`src/rtl/uart_regif_pkg.sv`:
```
package uart_regif_pkg;
  // word indices (byte offset / 4)
  localparam int unsigned WI_CTRL = 0;
  localparam int unsigned WI_RXD  = 1;
  localparam int unsigned WI_TXD  = 2;
  localparam int unsigned WI_STAT = 3;

  localparam logic [31:0] CTRL_WMASK = 32'h001F_D077;
  localparam int unsigned LVL_W = 6;

  // sticky status bit indices
  localparam int unsigned NSTICKY  = 5;
  localparam int unsigned SB_RXP   = 0;
  localparam int unsigned SB_TXP   = 1;
  localparam int unsigned SB_OVR   = 2;
  localparam int unsigned SB_TXERR = 3;
  localparam int unsigned SB_LERR  = 4;

  typedef struct packed {
    logic       loopback;
    logic       tx_ie;
    logic       rx_ie;
    logic       tx_dma;
    logic       rx_dma;
    logic       en;
    logic       lvl_tx;
    logic       flow;
    logic [2:0] parity;
    logic       two_stop;
    logic [1:0] len;
  } ctrl_t;

  typedef struct packed {
    logic             rx_empty;
    logic             tx_full;
    logic             cts;
    logic             rts;
    logic             tx_empty;
    logic             tx_busy;
    logic [LVL_W-1:0] rx_level;
    logic [LVL_W-1:0] tx_level;
  } live_t;
endpackage

```
`src/rtl/uart_regif_ctrl.sv`:
```
module uart_regif_ctrl
  import uart_regif_pkg::*;
(
  input  logic        clk_i,
  input  logic        rst_ni,
  input  logic        wr_i,
  input  logic [31:0] wdata_i,
  output logic [31:0] word_o,
  output ctrl_t       ctrl_o
);
  logic [31:0] q;

  always_ff @(posedge clk_i or negedge rst_ni) begin
    if (!rst_ni)   q <= '0;
    else if (wr_i) q <= wdata_i & CTRL_WMASK;
  end

  assign word_o = q;

  always_comb begin
    ctrl_o.len      = q[1:0];
    ctrl_o.two_stop = q[2];
    ctrl_o.parity   = q[6:4];
    ctrl_o.flow     = q[12];
    ctrl_o.lvl_tx   = q[14];
    ctrl_o.en       = q[15];
    ctrl_o.rx_dma   = q[16];
    ctrl_o.tx_dma   = q[17];
    ctrl_o.rx_ie    = q[18];
    ctrl_o.tx_ie    = q[19];
    ctrl_o.loopback = q[20];
  end
endmodule

```
`src/rtl/uart_regif_sticky.sv`:
```
module uart_regif_sticky #(
  parameter int unsigned N = 5
) (
  input  logic         clk_i,
  input  logic         rst_ni,
  input  logic [N-1:0] set_i,
  input  logic [N-1:0] clr_i,
  output logic [N-1:0] q_o
);
  for (genvar i = 0; i < N; i++) begin : g_bit
    logic b;
    // hardware set beats a same-cycle write-one clear
    always_ff @(posedge clk_i or negedge rst_ni) begin
      if (!rst_ni)       b <= 1'b0;
      else if (set_i[i]) b <= 1'b1;
      else if (clr_i[i]) b <= 1'b0;
    end
    assign q_o[i] = b;
  end
endmodule

```
`src/rtl/uart_regif_rdmux.sv`:
```
module uart_regif_rdmux
  import uart_regif_pkg::*;
(
  input  logic               sel_ctrl_i,
  input  logic               sel_rxd_i,
  input  logic               sel_stat_i,
  input  logic [31:0]        ctrl_word_i,
  input  logic               lvl_tx_i,
  input  logic [7:0]         rx_data_i,
  input  logic [NSTICKY-1:0] sticky_i,
  input  live_t              live_i,
  output logic [31:0]        rdata_o
);
  logic [31:0]      stat;
  logic [LVL_W-1:0] lvl;

  assign lvl = lvl_tx_i ? live_i.tx_level : live_i.rx_level;

  always_comb begin
    stat         = '0;
    stat[4:0]    = sticky_i;
    stat[5]      = live_i.rx_empty;
    stat[6]      = live_i.tx_full;
    stat[7]      = live_i.cts;
    stat[8]      = live_i.rts;
    stat[10]     = live_i.tx_empty;
    stat[16:11]  = lvl;
    stat[17]     = live_i.tx_busy;
  end

  always_comb begin
    rdata_o = '0;
    if (sel_ctrl_i)      rdata_o = ctrl_word_i;
    else if (sel_rxd_i)  rdata_o = {24'h0, rx_data_i};
    else if (sel_stat_i) rdata_o = stat;
  end
endmodule

```
`src/rtl/uart_regif.sv`:
```
module uart_regif
  import uart_regif_pkg::*;
#(
  parameter int unsigned ADDR_W   = 12,
  parameter int unsigned TX_DEPTH = 16
) (
  input  logic              clk_i,
  input  logic              rst_ni,
  input  logic              req_i,
  input  logic              we_i,
  input  logic [ADDR_W-1:0] addr_i,
  input  logic [31:0]       wdata_i,
  output logic [31:0]       rdata_o,
  input  logic [7:0]        rx_data_i,
  input  logic              rx_empty_i,
  input  logic [5:0]        rx_level_i,
  input  logic              rx_overrun_i,
  input  logic              rx_line_err_i,
  output logic              rx_pop_o,
  input  logic              tx_full_i,
  input  logic              tx_empty_i,
  input  logic [5:0]        tx_level_i,
  input  logic              tx_busy_i,
  output logic              tx_push_o,
  output logic [7:0]        tx_data_o,
  input  logic              cts_i,
  input  logic              rts_i,
  output logic [1:0]        data_len_o,
  output logic              two_stop_o,
  output logic [2:0]        parity_o,
  output logic              flow_en_o,
  output logic              en_o,
  output logic              rx_dma_en_o,
  output logic              tx_dma_en_o,
  output logic              loopback_o,
  output logic              irq_o
);
  localparam int unsigned WIDX_W = ADDR_W - 2;
  localparam logic [LVL_W-1:0] TX_HALF = LVL_W'(TX_DEPTH / 2);

  logic [WIDX_W-1:0] widx;
  logic              acc;
  logic              hit_ctrl, hit_rxd, hit_txd, hit_stat;
  logic [31:0]       ctrl_word;
  ctrl_t             ctrl;
  logic [NSTICKY-1:0] sticky_q, sticky_set, sticky_clr;
  live_t             live;

  assign widx     = addr_i[ADDR_W-1:2];
  assign acc      = req_i && (addr_i[1:0] == 2'b00);
  assign hit_ctrl = acc && (widx == WIDX_W'(WI_CTRL));
  assign hit_rxd  = acc && (widx == WIDX_W'(WI_RXD));
  assign hit_txd  = acc && (widx == WIDX_W'(WI_TXD));
  assign hit_stat = acc && (widx == WIDX_W'(WI_STAT));

  uart_regif_ctrl u_ctrl (
    .clk_i   (clk_i),
    .rst_ni  (rst_ni),
    .wr_i    (hit_ctrl && we_i),
    .wdata_i (wdata_i),
    .word_o  (ctrl_word),
    .ctrl_o  (ctrl)
  );

  // FIFO strobes
  assign rx_pop_o  = hit_rxd && !we_i && !rx_empty_i;
  assign tx_push_o = hit_txd && we_i && !tx_full_i;
  assign tx_data_o = wdata_i[7:0];

  always_comb begin
    sticky_set           = '0;
    sticky_set[SB_RXP]   = !rx_empty_i;
    sticky_set[SB_TXP]   = tx_level_i < TX_HALF;
    sticky_set[SB_OVR]   = rx_overrun_i;
    sticky_set[SB_TXERR] = hit_txd && we_i && tx_full_i;
    sticky_set[SB_LERR]  = rx_line_err_i;
  end

  assign sticky_clr = (hit_stat && we_i) ? wdata_i[NSTICKY-1:0] : '0;

  uart_regif_sticky #(.N(NSTICKY)) u_sticky (
    .clk_i  (clk_i),
    .rst_ni (rst_ni),
    .set_i  (sticky_set),
    .clr_i  (sticky_clr),
    .q_o    (sticky_q)
  );

  always_comb begin
    live.rx_empty = rx_empty_i;
    live.tx_full  = tx_full_i;
    live.cts      = cts_i;
    live.rts      = rts_i;
    live.tx_empty = tx_empty_i;
    live.tx_busy  = tx_busy_i;
    live.rx_level = rx_level_i;
    live.tx_level = tx_level_i;
  end

  uart_regif_rdmux u_rdmux (
    .sel_ctrl_i  (hit_ctrl && !we_i),
    .sel_rxd_i   (hit_rxd && !we_i),
    .sel_stat_i  (hit_stat && !we_i),
    .ctrl_word_i (ctrl_word),
    .lvl_tx_i    (ctrl.lvl_tx),
    .rx_data_i   (rx_data_i),
    .sticky_i    (sticky_q),
    .live_i      (live),
    .rdata_o     (rdata_o)
  );

  assign data_len_o  = ctrl.len;
  assign two_stop_o  = ctrl.two_stop;
  assign parity_o    = ctrl.parity;
  assign flow_en_o   = ctrl.flow;
  assign en_o        = ctrl.en;
  assign rx_dma_en_o = ctrl.rx_dma;
  assign tx_dma_en_o = ctrl.tx_dma;
  assign loopback_o  = ctrl.loopback;

  assign irq_o = ctrl.en && ((sticky_q[SB_RXP] && ctrl.rx_ie) ||
                             (sticky_q[SB_TXP] && ctrl.tx_ie));
endmodule

```
`config.mk`:
```
export PLATFORM = sky130hd
export DESIGN_NAME = uart_regif
export DESIGN_NICKNAME = d
export VERILOG_FILES = /design/src/rtl/uart_regif_pkg.sv /design/src/rtl/uart_regif_ctrl.sv /design/src/rtl/uart_regif_sticky.sv /design/src/rtl/uart_regif_rdmux.sv /design/src/rtl/uart_regif.sv
export SDC_FILE = /design/constraint.sdc
export NUM_CORES = 1
export LEC_CHECK = 0
export BUFFER_PORTS_ARGS = -buffer_cell sky130_fd_sc_hd__buf_4
export CAP_MARGIN = 5
export CORE_ASPECT_RATIO = 0.8
export CORE_MARGIN = 4
export CORE_UTILIZATION = 38
export DETAILED_ROUTE_END_ITERATION = 6
export GPL_TIMING_DRIVEN = 1
export PLACE_DENSITY_LB_ADDON = 0.12
export SYNTH_ARGS = -nofsm -noshare
export SYNTH_HDL_FRONTEND = slang
export SYNTH_SLANG_ARGS = --single-unit
```
`constraint.sdc`:
```
create_clock -name clk_i -period 2.07 [get_ports clk_i]
set_clock_uncertainty 0.05 [all_clocks]
set_input_delay 0.1035 -clock clk_i [delete_from_list [all_inputs] [get_ports clk_i]]
set_output_delay 0.1035 -clock clk_i [all_outputs]
set_load 0.1 [all_outputs]
```
==> results.tsv <==
stage	metric	value	unit
critical_path	Worst Path Arrival	1.87	ns
cts	Clock transition at path regs	0.07	ns
place	pre-CTS worst setup slack	0.00497	ns
min_path	Min-Delay Startpoint	wdata_i[18]	
pwr	P_leak	0.00115	uW
critical_path	cell mode on critical path	buf_4	
timing	worst setup margin	0.0498	ns
final_layout	most common cell after layout, fill and taps aside	buf_4	
die	DIE WIDTH	77.0	um
cts	TritonCTS Buffers	3	
critical_path	Worst path slowest cell	or4b_4	
global_routing	antenna violations before repair	0	
die	FP Rows	19	
detailed_routing	Vias/cell	4.93	
cts	CTS tree	built	
global_routing	GRT overflow	0	
critical_path	R2R Setup Slk	1.10	ns
pwr	PD cells	418	mW/mm^2
critical_path	worst-path maximum fanout	6	
status	outcome	finished clean	
place	Final Wtd Congestion	0.755	
timing	Final TNS setup	0	ns
synth	synth top area cells	dfrtp_1 (33%), buf_4 (13%), mux2_4 (10%)	
place	I/O Buffers	99	
synth	ys async rst share	1.00	
global_routing	first-pass GRT wire length	7.08	mm
die	IO Count	130	
cts	H-tree depth	1	
timing	Final Setup Violations	0	
timing	max-slew violations	0	
final_layout	most frequent cells in the layout	buf_4 (107), dfrtp_1 (19), nor2_4 (12), conb_1 (12)	
die	die height	63.2	um
final_layout	Layout area overhead	60.8	%
critical_path	Critical Path End Type	output pin	
cts	setup bufs post-CTS	0	
detailed_routing	WL per Instance	16.1	um
synth	Synth warnings	0	
synth	Post-synth top flop	dfrtp_1	
synth	area leader, netlist	dfrtp_1	
synth	Yosys top cell area share	0.328	
timing	endpoints failing hold	0	
cts	root buf cell	clkbuf_8	
critical_path	Crit Path Class	input port to output pin	
global_routing	vias in the first global route	1453	
timing	minimum clock period	2.02	ns
critical_path	R2R depth	1	
detailed_routing	Post-Route WL	4.58	mm
synth	Yosys reg bits	19	
die	Core Region	0.00354	sq mm
min_path	Hold Path Sink	u_ctrl.word_o[18]	
final_layout	Final nets	320	
timing	RSZ-0062 raised after global routing	false	
critical_path	Crit path largest cell delay	0.56	ns
detailed_routing	total via count in the routed design	1406	
pwr	Power Total	973	uW
cts	Clock Path Buffers	2	
critical_path	Cell Chain, Critical Path	buf_4 -> or4b_4 -> nor3_4 -> or2b_1 -> buf_4 -> nor2_4 -> buf_4	
timing	final cycle utilization of the critical path	0.976	
final_layout	share of layout cells above drive strength 1	0.634	
synth	Distinct cells, synth	30	
timing	Max Clk Rate	0.495	GHz
critical_path	Required @ worst endpoint	1.92	ns
die	Initial Util	0.409	
cts	Worst-Skew Late Latency	0.26	ns
detailed_routing	Routed Antenna Nets	0	
cts	clock sink total	19	
final_layout	ANT cells	0	
critical_path	worst r2r src	u_ctrl.word_o[14]	
synth	Seq/Total Area, Yosys	0.328	
global_routing	pin count of the biggest net entering global routing	20	
synth	post-synthesis cell area	0.00145	sq mm
global_routing	Total GRT Usage	0.181	
synth	Post-synth EDFFs	0	
pwr	Worst VDD drop	0.000273	V
critical_path	Startpoint Class	input port	
detailed_routing	First-pass DRT Iterations	4	
flow_run	max cap viols	0	
place	placed instance area	0.00225	sq mm
final_layout	Final Instance Area	0.00233	sq mm
min_path	Hold Crit Class	input port to register	
synth	Mapped Cells	150	
die	Die Area	0.00487	sq mm
detailed_routing	DR iter-0 viols	38	
critical_path	RR Endpoint	u_ctrl.word_o[14]	
synth	Synth Area per Inst	9.66	sq um
min_path	Hold Path Stages	2	
place	DPL Wire Length	3.70	mm
detailed_routing	DRC Markers	0	
[worst max-delay path: cells and delay by family]
kind                   cells  cell delay (ns)
buffers and inverters      3             0.60
and+or+nand+nor            4             1.15
[flip-flops by register name, indices dropped and copies added, names as in the netlist]
register / count
u_ctrl.word_o: 14
u_sticky.g_bit.b: 5
[metrics by stage]
step / utilization / hold slack, ns / cells
after floorplan: - / -0.242 / 161
after global placement: 0.634 / -0.0556 / 278
after detailed placement: 0.634 / -0.0536 / 278
after CTS: 0.656 / 0.0211 / 285
after global routing: 0.658 / 0.0119 / 285
final: 0.658 / 0.0213 / 285
[cell families after synthesis]
group	share of synthesized area
AO/OA/AOI/OAI	0.0872
flip-flops	0.328
other	0.00259
multiplexers	0.235
AND/OR/NAND/NOR	0.175
buffers and inverters	0.172
[synth_stat cells, drive strengths merged (2+ instances only)]
| cell type | number |
|---|---|
| a21oi | 7 |
| or4 | 2 |
| buf | 27 |
| clkbuf | 7 |
| and3 | 5 |
| nor3 | 4 |
| nor2 | 23 |
| nand2 | 4 |
| a21o | 3 |
| mux2 | 18 |
| a22oi | 6 |
| mux2i | 10 |
| nand4 | 4 |
| dfrtp | 19 |
[metal layers]
layer  global-route usage  wire length [um]  vias to the layer above
met5                    0                 0                        -
met1                0.220              1810                      663
met3               0.0627               432                        4
met4               0.0400                31                        0
met2                0.312              2300                       63
li1                     -                 -                      676
[worst max path at each step]
stage | startpoint | to | slack [ns]
floorplan | addr_i[8] | rdata_o[3] | -0.25
finish | addr_i[8] | rdata_o[14] | 0.05
global route | addr_i[8] | rdata_o[4] | 0.0004
detailed placement | addr_i[8] | u_ctrl.word_o[20] | 0.005
global placement | addr_i[8] | u_ctrl.word_o[2] | 0.02
CTS | addr_i[8] | rdata_o[12] | 0.03
[power breakdown]
part | switching [uW] | internal (uW)
registers | 0.677 | 371
logic | 225 | 106
clock network | 134 | 137
total | 359 | 614
[layout make-up]
class | count | area [sq um]
inverters | 1 | 3.75
clock buffers | 4 | 45.0
repair buffers | 112 | 856
fillers | 322 | 1210
flip-flops and latches | 19 | 475
well taps | 42 | 52.6
multi-input cells | 107 | 897
[timing repair]
| action | CTS | global route |
|---|---|---|
| hold endpoints to repair | 21 | 0 |
| endpoints found under the setup margin | 0 | 2 |
| hold buffers | 3 | 0 |
| gates resized for setup | 0 | 2 |
(Power assumes the default switching activity.)
